<file path="src/rtl/hcr_pkg.sv">
package hcr_pkg;
  typedef enum logic [1:0] {
    ST_HDR  = 2'd0,
    ST_REQ  = 2'd1,
    ST_HOUT = 2'd2,
    ST_BODY = 2'd3
  } port_st_e;
endpackage

</file>
<file path="src/rtl/hcr_route.sv">
module hcr_route #(
  parameter int DIMS = 4,
  parameter int PW   = $clog2(DIMS + 1)
) (
  input  logic [DIMS-1:0] dst_i,
  input  logic [DIMS-1:0] node_i,
  output logic [PW-1:0]   port_o
);
  logic [DIMS-1:0] diff;

  // lowest differing dimension wins; no difference selects delivery (index DIMS)
  always_comb begin
    diff   = dst_i ^ node_i;
    port_o = PW'(DIMS);
    for (int d = DIMS - 1; d >= 0; d--) begin
      if (diff[d]) port_o = PW'(d);
    end
  end
endmodule

</file>
<file path="src/rtl/hcr_rr_arb.sv">
module hcr_rr_arb #(
  parameter int N  = 5,
  parameter int PW = $clog2(N)
) (
  input  logic          clk_i,
  input  logic          rst_ni,
  input  logic [N-1:0]  req_i,
  input  logic          rel_i,
  output logic          busy_o,
  output logic [PW-1:0] owner_o
);
  logic          busy_q;
  logic [PW-1:0] owner_q, ptr_q, sel;
  logic          found;

  always_comb begin
    found = 1'b0;
    sel   = '0;
    for (int i = 0; i < N; i++) begin
      int idx;
      idx = int'(ptr_q) + i;
      if (idx >= N) idx = idx - N;
      if (!found && req_i[idx]) begin
        found = 1'b1;
        sel   = PW'(idx);
      end
    end
  end

  always_ff @(posedge clk_i or negedge rst_ni) begin
    if (!rst_ni) begin
      busy_q  <= 1'b0;
      owner_q <= '0;
      ptr_q   <= '0;
    end else if (!busy_q && found) begin
      busy_q  <= 1'b1;
      owner_q <= sel;
      ptr_q   <= (sel == PW'(N - 1)) ? '0 : sel + PW'(1);
    end else if (busy_q && rel_i) begin
      busy_q <= 1'b0;
    end
  end

  assign busy_o  = busy_q;
  assign owner_o = owner_q;

  // ownership only ends with a release
  a_r7_owner_hold: assert property (@(posedge clk_i) disable iff (!rst_ni)
    (busy_q && !rel_i) |=> (busy_q && $stable(owner_q)));
endmodule

</file>
<file path="src/rtl/hcr_in_port.sv">
module hcr_in_port
  import hcr_pkg::*;
#(
  parameter int DIMS  = 4,
  parameter int HDR_W = 36,
  parameter int PW    = $clog2(DIMS + 1)
) (
  input  logic            clk_i,
  input  logic            rst_ni,
  input  logic [DIMS-1:0] node_i,
  input  logic            in_vld_i,
  input  logic            in_bit_i,
  input  logic            in_eos_i,
  output logic            in_rdy_o,
  output logic            req_o,
  output logic [PW-1:0]   route_o,
  input  logic            gnt_i,
  output logic            out_vld_o,
  output logic            out_bit_o,
  output logic            out_eos_o,
  input  logic            out_rdy_i,
  output logic            rel_o
);
  localparam int CW = $clog2(HDR_W + 1);
  localparam int IW = $clog2(HDR_W);

  port_st_e         st_q;
  logic [HDR_W-1:0] hdr_q;
  logic [CW-1:0]    cnt_q;
  logic             short_q;
  logic [PW-1:0]    route_q, route_w;

  hcr_route #(.DIMS(DIMS), .PW(PW)) u_route (
    .dst_i  (hdr_q[DIMS-1:0]),
    .node_i (node_i),
    .port_o (route_w)
  );

  assign route_o = (st_q == ST_REQ) ? route_w : route_q;

  always_comb begin
    in_rdy_o  = 1'b0;
    req_o     = 1'b0;
    out_vld_o = 1'b0;
    out_bit_o = hdr_q[0];
    out_eos_o = 1'b0;
    rel_o     = 1'b0;
    unique case (st_q)
      ST_HDR:  in_rdy_o = 1'b1;
      ST_REQ:  req_o = 1'b1;
      ST_HOUT: begin
        out_vld_o = 1'b1;
        out_eos_o = short_q && (cnt_q == CW'(1));
        rel_o     = out_eos_o && out_rdy_i;
      end
      ST_BODY: begin
        // cut-through: tail streams straight from input to output
        out_vld_o = in_vld_i;
        out_bit_o = in_bit_i;
        out_eos_o = in_eos_i;
        in_rdy_o  = out_rdy_i;
        rel_o     = in_vld_i && in_eos_i && out_rdy_i;
      end
      default: ;
    endcase
  end

  always_ff @(posedge clk_i or negedge rst_ni) begin
    if (!rst_ni) begin
      st_q    <= ST_HDR;
      hdr_q   <= '0;
      cnt_q   <= '0;
      short_q <= 1'b0;
      route_q <= '0;
    end else begin
      unique case (st_q)
        ST_HDR: if (in_vld_i) begin
          hdr_q[cnt_q[IW-1:0]] <= in_bit_i;
          cnt_q                <= cnt_q + CW'(1);
          if (in_eos_i || cnt_q == CW'(HDR_W - 1)) begin
            st_q    <= ST_REQ;
            short_q <= in_eos_i;
          end
        end
        ST_REQ: begin
          route_q <= route_w;
          if (gnt_i) st_q <= ST_HOUT;
        end
        ST_HOUT: if (out_rdy_i) begin
          hdr_q <= hdr_q >> 1;
          cnt_q <= cnt_q - CW'(1);
          if (cnt_q == CW'(1)) begin
            if (short_q) begin
              st_q    <= ST_HDR;
              hdr_q   <= '0;
              short_q <= 1'b0;
            end else begin
              st_q <= ST_BODY;
            end
          end
        end
        ST_BODY: if (in_vld_i && in_eos_i && out_rdy_i) begin
          st_q  <= ST_HDR;
          hdr_q <= '0;
          cnt_q <= '0;
        end
        default: st_q <= ST_HDR;
      endcase
    end
  end

  logic [DIMS-1:0] low_mask;
  assign low_mask = (DIMS'(1) << route_w) - DIMS'(1);

  a_r2_window_full: assert property (@(posedge clk_i) disable iff (!rst_ni)
    (st_q == ST_REQ) |-> ((cnt_q == CW'(HDR_W)) || short_q));

  a_r3_lowest_dim: assert property (@(posedge clk_i) disable iff (!rst_ni)
    (st_q == ST_REQ && route_w != PW'(DIMS)) |->
      ((hdr_q[route_w] != node_i[route_w]) &&
       (((hdr_q[DIMS-1:0] ^ node_i) & low_mask) == '0)));

  a_r4_local_match: assert property (@(posedge clk_i) disable iff (!rst_ni)
    (st_q == ST_REQ && route_w == PW'(DIMS)) |-> (hdr_q[DIMS-1:0] == node_i));

  a_r5_send_after_grant: assert property (@(posedge clk_i) disable iff (!rst_ni)
    (st_q == ST_REQ && gnt_i) |=> (st_q == ST_HOUT && out_vld_o));

  a_r11_short_release: assert property (@(posedge clk_i) disable iff (!rst_ni)
    (st_q == ST_HOUT && short_q && cnt_q == CW'(1) && out_rdy_i) |=>
      (st_q == ST_HDR && in_rdy_o));
endmodule

</file>
<file path="src/rtl/hc_router.sv">
module hc_router #(
  parameter int DIMS  = 4,
  parameter int HDR_W = 36
) (
  input  logic            clk_i,
  input  logic            rst_ni,
  input  logic [DIMS-1:0] node_id_i,
  input  logic [DIMS-1:0] lnk_vld_i,
  input  logic [DIMS-1:0] lnk_bit_i,
  input  logic [DIMS-1:0] lnk_eos_i,
  output logic [DIMS-1:0] lnk_rdy_o,
  input  logic            inj_vld_i,
  input  logic            inj_bit_i,
  input  logic            inj_eos_i,
  output logic            inj_rdy_o,
  output logic [DIMS-1:0] lnk_vld_o,
  output logic [DIMS-1:0] lnk_bit_o,
  output logic [DIMS-1:0] lnk_eos_o,
  input  logic [DIMS-1:0] lnk_rdy_i,
  output logic            dlv_vld_o,
  output logic            dlv_bit_o,
  output logic            dlv_eos_o,
  input  logic            dlv_rdy_i
);
  localparam int NP = DIMS + 1;
  localparam int PW = $clog2(NP);

  // index DIMS is injection on the input side and delivery on the output side
  logic [NP-1:0] i_vld, i_bit, i_eos, i_rdy;
  logic [NP-1:0] ip_req, ip_gnt, ip_ovld, ip_obit, ip_oeos, ip_ordy, ip_rel;
  logic [PW-1:0] ip_route [NP];
  logic [NP-1:0] a_busy, a_rel;
  logic [PW-1:0] a_owner [NP];
  logic [NP-1:0] a_req [NP];
  logic [NP-1:0] o_vld, o_bit, o_eos, o_rdy;

  assign i_vld = {inj_vld_i, lnk_vld_i};
  assign i_bit = {inj_bit_i, lnk_bit_i};
  assign i_eos = {inj_eos_i, lnk_eos_i};
  assign {inj_rdy_o, lnk_rdy_o} = i_rdy;
  assign o_rdy = {dlv_rdy_i, lnk_rdy_i};
  assign {dlv_vld_o, lnk_vld_o} = o_vld;
  assign {dlv_bit_o, lnk_bit_o} = o_bit;
  assign {dlv_eos_o, lnk_eos_o} = o_eos;

  for (genvar p = 0; p < NP; p++) begin : g_in
    hcr_in_port #(.DIMS(DIMS), .HDR_W(HDR_W), .PW(PW)) u_port (
      .clk_i     (clk_i),
      .rst_ni    (rst_ni),
      .node_i    (node_id_i),
      .in_vld_i  (i_vld[p]),
      .in_bit_i  (i_bit[p]),
      .in_eos_i  (i_eos[p]),
      .in_rdy_o  (i_rdy[p]),
      .req_o     (ip_req[p]),
      .route_o   (ip_route[p]),
      .gnt_i     (ip_gnt[p]),
      .out_vld_o (ip_ovld[p]),
      .out_bit_o (ip_obit[p]),
      .out_eos_o (ip_oeos[p]),
      .out_rdy_i (ip_ordy[p]),
      .rel_o     (ip_rel[p])
    );
    assign ip_gnt[p]  = a_busy[ip_route[p]] && (a_owner[ip_route[p]] == PW'(p));
    assign ip_ordy[p] = o_rdy[ip_route[p]];
  end

  for (genvar o = 0; o < NP; o++) begin : g_out
    for (genvar p = 0; p < NP; p++) begin : g_req
      assign a_req[o][p] = ip_req[p] && (ip_route[p] == PW'(o));
    end

    hcr_rr_arb #(.N(NP), .PW(PW)) u_arb (
      .clk_i   (clk_i),
      .rst_ni  (rst_ni),
      .req_i   (a_req[o]),
      .rel_i   (a_rel[o]),
      .busy_o  (a_busy[o]),
      .owner_o (a_owner[o])
    );

    assign a_rel[o] = a_busy[o] && ip_rel[a_owner[o]];
    assign o_vld[o] = a_busy[o] && ip_ovld[a_owner[o]];
    assign o_bit[o] = a_busy[o] && ip_obit[a_owner[o]];
    assign o_eos[o] = a_busy[o] && ip_oeos[a_owner[o]];
  end

  logic [NP-1:0] own_m [NP];
  for (genvar p = 0; p < NP; p++) begin : g_chk
    for (genvar o = 0; o < NP; o++) begin : g_own
      assign own_m[p][o] = a_busy[o] && (a_owner[o] == PW'(p));
    end
    // one segment never holds two outputs
    a_r7_one_output_per_input: assert property (@(posedge clk_i) disable iff (!rst_ni)
      $onehot0(own_m[p]));
  end
endmodule

</file>
<file path="config.mk">
export PLATFORM = sky130hd
export DESIGN_NAME = hc_router
export DESIGN_NICKNAME = d
export VERILOG_FILES = /design/src/rtl/hcr_pkg.sv /design/src/rtl/hcr_route.sv /design/src/rtl/hcr_rr_arb.sv /design/src/rtl/hcr_in_port.sv /design/src/rtl/hc_router.sv
export SDC_FILE = /design/constraint.sdc
export NUM_CORES = 1
export LEC_CHECK = 0
export ABC_CLOCK_PERIOD_IN_PS = 11220
export BUFFER_PORTS_ARGS = -buffer_cell sky130_fd_sc_hd__buf_2
export CORE_ASPECT_RATIO = 0.9
export CORE_UTILIZATION = 35
export DETAILED_ROUTE_END_ITERATION = 8
export PLACE_DENSITY_LB_ADDON = 0.1
export SLEW_MARGIN = 20
export SYNTH_ARGS = -nofsm -noshare
export SYNTH_HDL_FRONTEND = slang
export SYNTH_HIERARCHICAL = 1
export SYNTH_SLANG_ARGS = --single-unit
</file>
<file path="constraint.sdc">
create_clock -name clk_i -period 11.22 [get_ports clk_i]
set_input_delay 1.683 -clock clk_i [delete_from_list [all_inputs] [get_ports clk_i]]
set_output_delay 1.683 -clock clk_i [all_outputs]
set_load 0.02 [all_outputs]
</file>
Yosys cells after proc, flatten, opt, wreduce, memory -nomap -nowiden

Index checks and enable logic that the tools add are counted.

Output and inout port bits: 20
Input port bits: 26
Word-level logic and storage cells: 870
Flip-flop bits (word level): 275

Multiplexer cells: 425
Add/sub/neg operators: 60
Equal/unequal tests: 84
$lt $le $gt $ge: 75
Bitwise gates (word level): 10
Reductions and logical operators: 176

Operators with widths:

| cell                  | number |
|---|---|
| $lt 32x5->1 const B   | 25 |
| $mux 32               | 25 |
| $mux 36               | 20 |
| $ge 32x4->1 const B   | 20 |
| $sub 32x4->32 const B | 20 |
| $pmux 36 s3           | 5 |
| $mux 3                | 65 |
| $bwmux 36             | 5 |
| $mux 35               | 5 |
| $bmux 1 s3            | 55 |
| $mux 1                | 150 |
| $logic_and 1x1->1     | 105 |
| $mux 6                | 15 |
| $pmux 6 s3            | 5 |
| $mux 2                | 35 |
| $ne 2x1->1 const B    | 25 |
| $pmux 1 s2            | 25 |
| $bmux 3 s3            | 5 |
| $add 3x2->4 const B   | 10 |
| $lt 3x4->1 const B    | 10 |
| $pmux 2 s4            | 5 |
| $eq 3x2->1 const B    | 12 |
| $lt 6x7->1 const B    | 5 |
| $eq 3x3->1 const B    | 11 |
| 27 further kinds      | 167 |

Depth between registers and ports, before layout

Gate-level depths: netlist (run 1).

Depth after elaboration: 26
Mapped depth: 20
Gate-level depth less buffers: 18

By module

The synthesis (run 1) kept the hierarchy.

By module, submodules not included:

| module                            | sequential area each (um2) | instances | area each (um2) | cells each |
|---|---|---|---|---|
| hcr_in_port at g_in[0].u_port ... | 1201.2                     | 3         | 3030.4          | 361 |
| hcr_rr_arb at g_out[0].u_arb ...  | 175.2                      | 4         | 1567.8          | 202 |
| hcr_in_port at g_in[3].u_port     | 1201.2                     | 1         | 3064.2          | 371 |
| hcr_in_port at g_in[4].u_port     | 1201.2                     | 1         | 2949.1          | 361 |
| hc_router                         | 0.0                        | 1         | 1981.9          | 245 |
| hcr_rr_arb at g_out[4].u_arb      | 175.2                      | 1         | 1393.8          | 169 |
| hcr_route                         | 0.0                        | 5         | 75.1            | 11 |

Worst setup path before layout (run 1)

No wires, ideal clock.

Kind: input -> register
Start point: in node_id_i[3]
End point: reg g_out[0].u_arb.ptr_q[1]
Data required time: 11.100 ns
Arrival time: 4.988 ns
Stages on the path: 18
Buffers on the path: 1
Slack: 6.112 ns
Library setup time: 0.120 ns
Path through: xor2_1 -> nand2_1 -> a21boi_1 -> mux2_2 -> buf_2 -> nand2b_1 -> nor3_1 -> mux2i_1 -> mux4_2 -> o21bai_1 -> nand2_1 -> a211oi_1 -> o32ai_1 -> nand3_1 -> nand3_1 -> ha_1 -> nand2b_4 -> a31o_1

RTL lines:

| element                | line             | RTL |
|---|---|---|
| start: declaration     | hc_router.sv:7   | `input logic [DIMS-1:0] node_id_i,` |
| end signal: assignment | hcr_rr_arb.sv:38 | `ptr_q <= (sel == PW'(N - 1)) ? '0 : sel + PW'(1);` |
| end: declaration       | hcr_rr_arb.sv:13 | `logic [PW-1:0] owner_q, ptr_q, sel;` |

==> results of run 1 <==
-- cell usage after synthesis (15+ instances only) --
cell,number,area [µm²]
buf_1,15,56.3
mux2_2,27,304
ha_1,113,1410
nand2_1,281,1050
buf_6,16,180
a31oi_1,173,1080
a21oi_1,320,1600
a21o_1,22,165
o31ai_1,22,165
nand2b_1,54,338
o21ai_0,308,1540
nand3_1,90,450
nor2b_1,54,338
a32o_1,15,150
a32oi_1,17,149
or3b_1,18,158
dfrtp_1,275,6880
mux4_2,26,586
nor3_1,64,320
xnor2_1,18,158
o22ai_1,15,93.8
a211oi_1,46,345
o211ai_1,18,135
buf_2,62,310
o32ai_1,16,140
and3_1,21,131
clkbuf_1,125,469
mux2i_1,93,931
inv_1,107,402
o21ai_1,50,250
and2_1,18,113
or3_1,37,231
nand3b_1,21,158
nor2_1,134,503
-- layout by cell type (no fill, tap or decap), types with 22 or more instances in the layout --
master | Yosys | routed
mux4_2 | 26 | 26
buf_2 | 62 | 44
ha_1 | 113 | 113
or3_1 | 37 | 37
o31ai_1 | 22 | 22
nor3_1 | 64 | 61
nand2_1 | 281 | 281
dfrtp_1 | 275 | 275
nor2_1 | 134 | 128
buf_4 | 10 | 28
a211oi_1 | 46 | 46
a21oi_1 | 320 | 320
inv_1 | 107 | 107
o21ai_0 | 308 | 308
mux2_2 | 27 | 27
nand3_1 | 90 | 90
o21ai_1 | 50 | 50
nand2b_1 | 54 | 54
nor2b_1 | 54 | 54
a21o_1 | 22 | 22
clkbuf_16 | 0 | 37
a31oi_1 | 173 | 173
mux2i_1 | 93 | 93
-- per-stage QoR --
stage               hold WS, ps  instances  area (µm²)  utilization (%)
floorplan                   457       3092       25100                -
global placement            476       3870       25600             36.3
detailed placement          484       3870       25600             36.3
CTS                         498       3932       26800             38.0
global route                515       3936       26800             38.0
finish                      493       3936       26800             38.0
-- cell type report --
type                       count  area [µm²]  share of cell area [%]
sequential                   275        6880                    25.7
clock inverter                 9        95.1                   0.355
inverter                     124         465                    1.74
antenna                        4        10.0                  0.0373
tap                          940        1180                    4.39
timing repair buffer          73         445                    1.66
clock buffer                  53        1070                    3.98
multi-input combinational   2458       16700                    62.2
-- final timing paths --
path / start / to / cells after the start
worst max-delay path: node_id_i[2] / lnk_rdy_o[3] / 10
worst min-delay path: register / register / 1
worst max register to register: g_in[2].u_port/st_q[1] / g_out[4].u_arb/ptr_q[0] / 16
worst min register to register: register / register / 1
max in group asynchronous: rst_ni / async pin / 3
min in group asynchronous: rst_ni / async pin / 1
-- worst max-delay path: cells and delay by family --
| kind | cells | cell delay, ps |
|---|---|---|
| multiplexers | 1 | 280 |
| AO/OA/AOI/OAI | 2 | 880 |
| XOR/XNOR | 1 | 170 |
| buffers and inverters | 3 | 540 |
| AND/OR/NAND/NOR | 3 | 510 |
-- per-layer routing --
metal	up-vias	global-route usage, %
met5	-	0
met4	6	5.00
met3	89	3.13
met2	656	32.2
met1	11700	31.4
li1	11300	-
-- kinds of logic after synthesis --
kind of cell	count (synthesis)	synth area share, %
flip-flops	275	27.4
AO/OA/AOI/OAI	1225	31.1
adder cells (fa/ha/maj)	113	5.63
buffers and inverters	359	6.51
AND/OR/NAND/NOR	919	19.3
XOR/XNOR	37	1.47
multiplexers	164	8.54
==> metrics.md, run 1 <==
| Metric | Value |
|---|---|
| Uppermost layer routed | met5 |
| Crit path launch type | primary input |
| First-pass GRT wire length | around 130000 µm |
| Sum Neg Setup Slack | 0 ps |
| Vias per cell | between 6 and 7 |
| Cell mode on critical path | buf_2 |
| Core Region | just over 0.07 mm² |
| DIE AREA | roughly 0.073 mm² |
| Count of flip-flops with a built-in enable after synthesis | 0 |
| Clk root buf | clkbuf_16 |
| Clk buf depth | 3 |
| GRT Overall Usage | between 20% and 30% |
| Setup violators final | 0 |
| Tcrit/Tclk final | around 51% |
| Sequential area share after synthesis | a little over a quarter |
| Die Y | between 200 and 300 µm |
| Htree depth | 2 |
| Mapped Nets | 3231 |
| Post-DP HPWL | between 50000 and 60000 µm |
| CTS tree | built |
| IO Count | 46 |
| Synth Instances | about 3100 |
| PostCTS Resize Cnt | 0 |
| Layout net count | a little over 3000 |
| Final setup skew | approximately 27 ps |
| Final count of hold timing violations | 0 |
| Worst EP arrival | 4050 ps |
| Hold Crit Class | register to register |
| Remaining Overflow, GRT | 0 |
| Initial antenna violation count | 7 |
| Cell Area, Synth | around 0.025 mm² |
| Avg WL per Cell | 20.4 µm |
| Layout fillers | approximately 7200 |
| RSZ-0062 raised after global routing | false |
| CTS sink cnt | around 280 |
| Post-route ant nets | 0 |
| #FFs+latches synth | between 200 and 300 |
| Row count | about 90 |
| P&R area growth vs syn | 6.69% |
| Endpoint class of the critical path | output pin |
| Measured slew at the worst slew-check pin | around 1100 ps |
| 1st-iter DRT viols | roughly 2000 |
| GP Congestion | 0.912 |
| DP Worst Slack | 5050 ps |
| Cell-by-cell trace of the critical path | buf_2 > xnor2_2 > inv_1 > nor3_1 > mux2_2 > nand2_1 > o32ai_1 > a21oi_1 > nor2_1 > buf_2 |
| Vias in the first global route | between 20000 and 25000 |
| Critical Path Slowest Stage Cell | o32ai_1 |
| Vias | approximately 24000 |
| Worst slew margin | around a quarter |
| Avg Inst Size Synth | ~8 µm² |
| Post-route minimum period | approximately 5700 ps |
| Reg clk slew, reported paths | 60 ps |
| Outcome | completed |
| Hold-fix buffers at CTS | 0 |
| Ratio of cells with drive above 1 in the final layout | 10.6% |
| Max-slew violations | 0 |
| CTS Buf Count | 37 |
| Die W | roughly 280 µm |
| Maximum fanout along the worst path | 9 |
| Number of iterations in the first detailed-routing pass | 6 |
| Largest net degree at the start of global routing | between 90 and 100 |
| I/O Buffers | 45 |
| Met2 wire length | approximately 35000 µm |
| Commonest register cell after synthesis | dfrtp_1 |
| Met1 WL | approximately 39000 µm |
| Clk_lat worst skew | approximately 560 ps |
| Initial Utilization | around 36% |
| Yosys warning count | 6 |
| Max-Cap Viols | 0 |
| Worst R2R Setup Slack | approximately 6200 ps |
| Fmax | 0.174 GHz |
| Setup Buffers After CTS | 0 |
| Wire length on met3 | 4430 µm |
| Routed WL | 80200 µm |
| Critical path class | primary input to output pin |
| Residual DRC | 0 |
| Distinct cells, synth | about 110 |
| Asr flop ratio synth | between 90% and 100% |
| Crit-path max cell delay | 730 ps |
| Setup WS post-layout | about 5500 ps |
| Worst Path Required | between 9000 and 10000 ps |
Power of run 1 is left out: the tool's default activity adds up to more than one toggle a clock period on the data nets, which glitch-free logic cannot reach.
==> run 2: changes to the inputs <==
ABC_CLOCK_PERIOD_IN_PS = 5700   (was 11220)
clock period = 5.7 ns   (was 11.22 ns; I/O delays follow)
==> run 2 against run 1 <==
First-iteration DRC count is 13% higher; utilization is 0.11 points higher; critical path type is now register to register; flip-flop and latch count stayed put; count of clock-buffer cells in the layout is the same; sequential share of layout area is 0.075 points lower; register-to-register slack lost 5300 ps; largest cell class unchanged; routed wire length about the same; hold slack worse by 130 ps; cell count up 0.36%; critical path depth rose by 6.
==> metrics.md, run 2 (same netlist as run 1, synthesis figures left out) <==
| Metric | Value |
|---|---|
| Sum Neg Setup Slack | 0 ps (unchanged) |
| Endpoint class of the critical path | register |
| PostCTS Resize Cnt | 0 (unchanged) |
| DIE AREA | 0.0729 mm² (unchanged) |
| Largest net degree at the start of global routing | 107 (+18%) |
| Final count of hold timing violations | 0 (unchanged) |
| Worst slew margin | 27.4% (+4.2 points) |
| Row count | 92 (unchanged) |
| CTS sink cnt | 275 (unchanged) |
| Worst Path Required | 6140 ps (-3400 ps) |
| Post-route minimum period | about 4800 ps |
| Final setup skew | 25.9 ps (-1.39 ps) |
| Initial Utilization | 35.6% (unchanged) |
| Worst EP arrival | 5200 ps (+1150 ps) |
| Wire length on met3 | 4890 µm (+10%) |
| CTS tree | built |
| Htree depth | 2 (unchanged) |
| GP Congestion | 0.879 (-3.6%) |
| Vias | 23900 (+0.40%) |
| Hold-fix buffers at CTS | 0 (unchanged) |
| Crit path launch type | register |
| Setup Buffers After CTS | 0 (unchanged) |
| I/O Buffers | 45 (unchanged) |
| Vias per cell | 6.04 (about the same) |
| Layout fillers | 7177 (-0.49%) |
| P&R area growth vs syn | 7.00% |
| Commonest non-fill, non-tap cell in the layout | a21oi_1 |
| IO Count | 46 (unchanged) |
| Maximum fanout along the worst path | 9 (unchanged) |
| Clk_lat worst skew | 570 ps (about the same) |
| Ratio of cells with drive above 1 in the final layout | 10.9% (+0.38 points) |
| Die Y | 256 µm (unchanged) |
| Tcrit/Tclk final | between 80% and 90% |
| Hold slack | 360 ps (-134 ps) |
| Met2 wire length | 35100 µm (about the same) |
| Number of iterations in the first detailed-routing pass | 5 (-1) |
| Uppermost layer routed | met5 |
| Multi-input gate area | 0.0167 mm² (about the same) |
| Post-DP HPWL | 55100 µm (+0.22%) |
| GRT Overall Usage | 21.3% (about the same) |
| Core Region | 0.0706 mm² (unchanged) |
| Layout net count | 3122 (+0.45%) |
| Vias in the first global route | 22200 (-0.14%) |
| Clk root buf | clkbuf_16 |
| Outcome | completed |
| Die W | 284 µm (unchanged) |
| Hold Crit Class | primary input to async pin |
| Residual DRC | 0 (unchanged) |
| Setup violators final | 0 (unchanged) |
| Remaining Overflow, GRT | 0 (unchanged) |
| CTS Buf Count | 37 (unchanged) |
| Routed WL | 80100 µm (about the same) |
| Most frequent cells in the layout | a21oi_1 (320), o21ai_0 (308), nand2_1 (281) |
| Critical path class | register to register |
| Clk buf depth | 3 (unchanged) |
| Avg WL per Cell | 20.3 µm (-0.38%) |
| Register Area | 0.00688 mm² (unchanged) |
| Max-Cap Viols | 0 (unchanged) |
| Fmax | 0.210 GHz |
| 1st-iter DRT viols | 2237 (+13%) |
| Post-route ant nets | 0 (unchanged) |
| Measured slew at the worst slew-check pin | 1080 ps (-61.9 ps) |
| Reg clk slew, reported paths | 60 ps (about the same) |
| Met1 WL | 38200 µm (-2.4%) |
| First-pass GRT wire length | 127000 µm (about the same) |
| Initial antenna violation count | 8 (+1) |
| Max-slew violations | 0 (unchanged) |
| RSZ-0062 raised after global routing | false |
run 2: cell count changes in the layout (fill, tap and decap cells not counted):
cell       previous run  this run
nor3_1               61        64
clkbuf_8              8         9
inv_16                1         0
clkbuf_1              8         7
clkinv_4              0         1
bufinv_16             1         0
nor3_2               11         8
clkinv_2              4         6
buf_12                0         1
diode_2               4         3
buf_4                28        41
run 2: worst paths after layout:
path,cells after the start,slack (ps),to,start
worst min-delay path,1,360,async pin,rst_ni
max in group asynchronous,2,4070,async pin,rst_ni
min in group clk_i,1,500,register,register
worst max-delay path,16,940,g_out[2].u_arb/ptr_q[0],g_in[3].u_port/st_q[1]
worst max register to register,16,940,g_out[2].u_arb/ptr_q[0],g_in[3].u_port/st_q[1]
worst min register to register,1,500,register,register
run 2: critical path: stages (launching register included):
cell	delay [ps]
dfrtp_1	430
inv_1	150
ha_1	400
mux2_2	470
nand2b_1	200
nor2_1	630
mux2i_1	180
mux4_2	510
o21bai_1	240
nand2_1	180
a211oi_1	70
o32ai_1	340
nand3_1	150
nand3_1	150
ha_1	250
nand2b_4	60
a31o_1	210
run 2: area by class of cell:
cell class              count  share of cell area [%]
well taps                 940                    4.37
multi-input cells        2458                    61.9
clock inverters            10                   0.237
inverters                 124                    1.73
clock buffers              53                    4.00
flip-flops and latches    275                    25.6
repair buffers             87                    2.09
diodes                      3                  0.0279
run 2: per-layer routing:
| layer | global-route usage [%] | up-vias |
|---|---|---|
| li1 | - | 11300 |
| met1 | 30.6 | 11700 |
| met2 | 32.5 | 676 |
| met3 | 3.59 | 110 |
| met4 | 6.00 | 6 |
| met5 | 0 | - |
run 2: per-stage QoR:
step / cells / instance area (µm²) / worst slack (ps) / util [%]
floorplan: 3092 / 25100 / 1420 / -
global placement: 3884 / 25700 / 750 / 36.5
finish: 3950 / 26900 / 940 / 38.1
global route: 3950 / 26900 / 590 / 38.1
CTS: 3947 / 26900 / 972 / 38.1
detailed placement: 3884 / 25700 / 691 / 36.5
Power of run 2 is left out for the same reason.
==> run 3: changes to the inputs <==
ABC_CLOCK_PERIOD_IN_PS = 4100   (was 5700)
clock period = 4.1 ns   (was 5.7 ns; I/O delays follow)
==> run 3 against run 2 <==
Flip-flop and latch count is the same; first-iteration DRC count is 1.3% lower; utilization up 3.2 points; critical path depth increased by 1; design area up 8.4%.
==> metrics.md, run 3 (same netlist as run 1, synthesis figures left out) <==
| Metric | Value |
|---|---|
| Clk buf depth | 3 (unchanged) |
| Register Area | 0.00689 mm² (+0.18%) |
| Clk root buf | clkbuf_16 |
| Layout net count | 3343 (+7.1%) |
| Vias per cell | 5.93 (-1.8%) |
| Most frequent cells in the layout | a21oi_1 (319), o21ai_0 (307), nand2_1 (281) |
| Max-slew violations | 0 (unchanged) |
| Die W | 284 µm (unchanged) |
| First-pass GRT wire length | 133000 µm (+4.8%) |
| Avg WL per Cell | 19.9 µm (-1.7%) |
| Multi-input gate area | 0.0170 mm² (+2.2%) |
| Worst Path Required | 4550 ps (-1590 ps) |
| P&R area growth vs syn | 16.0% |
| Measured slew at the worst slew-check pin | 937 ps (-140 ps) |
| Routed WL | 83200 µm (+3.8%) |
| Final count of hold timing violations | 0 (unchanged) |
| Die Y | 256 µm (unchanged) |
| Largest net degree at the start of global routing | 80 (-25%) |
| Sum Neg Setup Slack | 0 ps (unchanged) |
| Residual DRC | 0 (unchanged) |
| GP Congestion | 0.878 (about the same) |
| CTS sink cnt | 275 (unchanged) |
| I/O Buffers | 45 (unchanged) |
| Vias | 24700 (+3.7%) |
| DIE AREA | 0.0729 mm² (unchanged) |
| Htree depth | 2 (unchanged) |
| Crit path launch type | register |
| Worst slew margin | 37.5% (+10 points) |
| Endpoint class of the critical path | register |
| Initial antenna violation count | 9 (+1) |
| Post-DP HPWL | 59600 µm (+8.0%) |
| Worst EP arrival | 4400 ps (-800 ps) |
| GRT Overall Usage | 22.3% (+1.0 points) |
| Reg clk slew, reported paths | 60 ps (about the same) |
| IO Count | 46 (unchanged) |
| Critical path class | register to register |
| CTS Buf Count | 37 (unchanged) |
| Setup violators final | 0 (unchanged) |
| Outcome | completed |
| Max-Cap Viols | 0 (unchanged) |
| RSZ-0062 raised after global routing | true |
| Number of iterations in the first detailed-routing pass | 5 (unchanged) |
| Layout fillers | 7079 (-1.4%) |
| Core Region | 0.0706 mm² (unchanged) |
| Final setup skew | 29.8 ps (+3.92 ps) |
| CTS tree | built |
| Ratio of cells with drive above 1 in the final layout | 19.3% (+8.4 points) |
| Post-route minimum period | 3950 ps (-812 ps) |
| Maximum fanout along the worst path | 5 (-4) |
| Fmax | 0.253 GHz (+21%) |
| 1st-iter DRT viols | 2208 (-1.3%) |
| Commonest non-fill, non-tap cell in the layout | a21oi_1 |
| Row count | 92 (unchanged) |
| Clk_lat worst skew | 560 ps (about the same) |
| Initial Utilization | 35.6% (unchanged) |
| Remaining Overflow, GRT | 0 (unchanged) |
| Vias in the first global route | 23500 (+5.7%) |
| Tcrit/Tclk final | 96.3% (+13 points) |
| Post-route ant nets | 0 (unchanged) |
| Hold Crit Class | primary input to async pin |
run 3: cell count changes in the layout (fill, tap and decap cells not counted), sizes merged:
cell      previous run  this run
clkinv              12        10
clkbuf              53        54
diode                3         2
bufinv               0         2
buf                 87       308
inv                121       120
clkinvlp             1         4
run 3: critical path, cell delays in order (launching register included):
cell,delay [ps]
dfrtp_1,390
inv_1,80
ha_2,280
mux2_2,400
nand2_1,130
nor3_1,60
buf_4,150
mux2i_1,200
mux4_2,300
o21bai_1,140
nand2_1,140
or4_4,590
o32ai_2,230
o21ai_1,130
inv_1,100
ha_2,210
nand2b_4,60
a31o_1,210
run 3: final timing paths:
| path | start | endpoint | slack, ps | depth (start not counted) |
|---|---|---|---|---|
| worst max-delay path | g_in[2].u_port/st_q[1] | g_out[1].u_arb/ptr_q[1] | 150 | 17 |
| worst min-delay path | rst_ni | async pin | 60 | 1 |
| worst max register to register | g_in[2].u_port/st_q[1] | g_out[1].u_arb/ptr_q[1] | 150 | 17 |
| worst min register to register | g_in[0].u_port/hdr_q[35] | g_in[0].u_port/hdr_q[35] | 500 | 1 |
| max in group asynchronous | rst_ni | async pin | 3150 | 2 |
| min in group clk_i | g_in[0].u_port/hdr_q[35] | g_in[0].u_port/hdr_q[35] | 500 | 1 |
run 3: final cells by class:
| class | count | area share [%] |
|---|---|---|
| diodes | 2 | 0.0172 |
| clock buffers | 54 | 3.71 |
| clock inverters | 12 | 0.511 |
| inverters | 124 | 1.60 |
| multi-input cells | 2458 | 58.4 |
| flip-flops and latches | 275 | 23.6 |
| well taps | 940 | 4.03 |
| repair buffers | 308 | 8.09 |
run 3: repair_timing:
| action | in CTS | in global routing |
|---|---|---|
| setup buffers | 0 | 2 |
| pin swaps | 0 | 5 |
| hold buffers | 0 | 0 |
| endpoints found under the setup margin | 10 | 27 |
| resized for setup | 7 | 81 |
run 3: stage by stage:
stage               instances  utilization [%]  cell area, µm²  hold WS, ps  setup slack, ps
floorplan                3092                -           25100          319             59.8
global placement         4103             39.0           27500          476             -340
detailed placement       4103             39.0           27500          483             -464
CTS                      4169             40.8           28800         86.8             2.03
global route             4173             41.3           29200          103            -64.5
finish                   4173             41.3           29200         55.4              151
run 3: metal layers:
layer / global-route usage, % / wire length (µm) / vias to the layer above
met1: 31.9 / 39200 / 12000
met5: 0 / 92 / -
met4: 5.68 / 1730 / 14
li1: - / - / 11800
met3: 3.85 / 5010 / 132
met2: 34.4 / 37100 / 755
Power of run 3 is left out for the same reason.
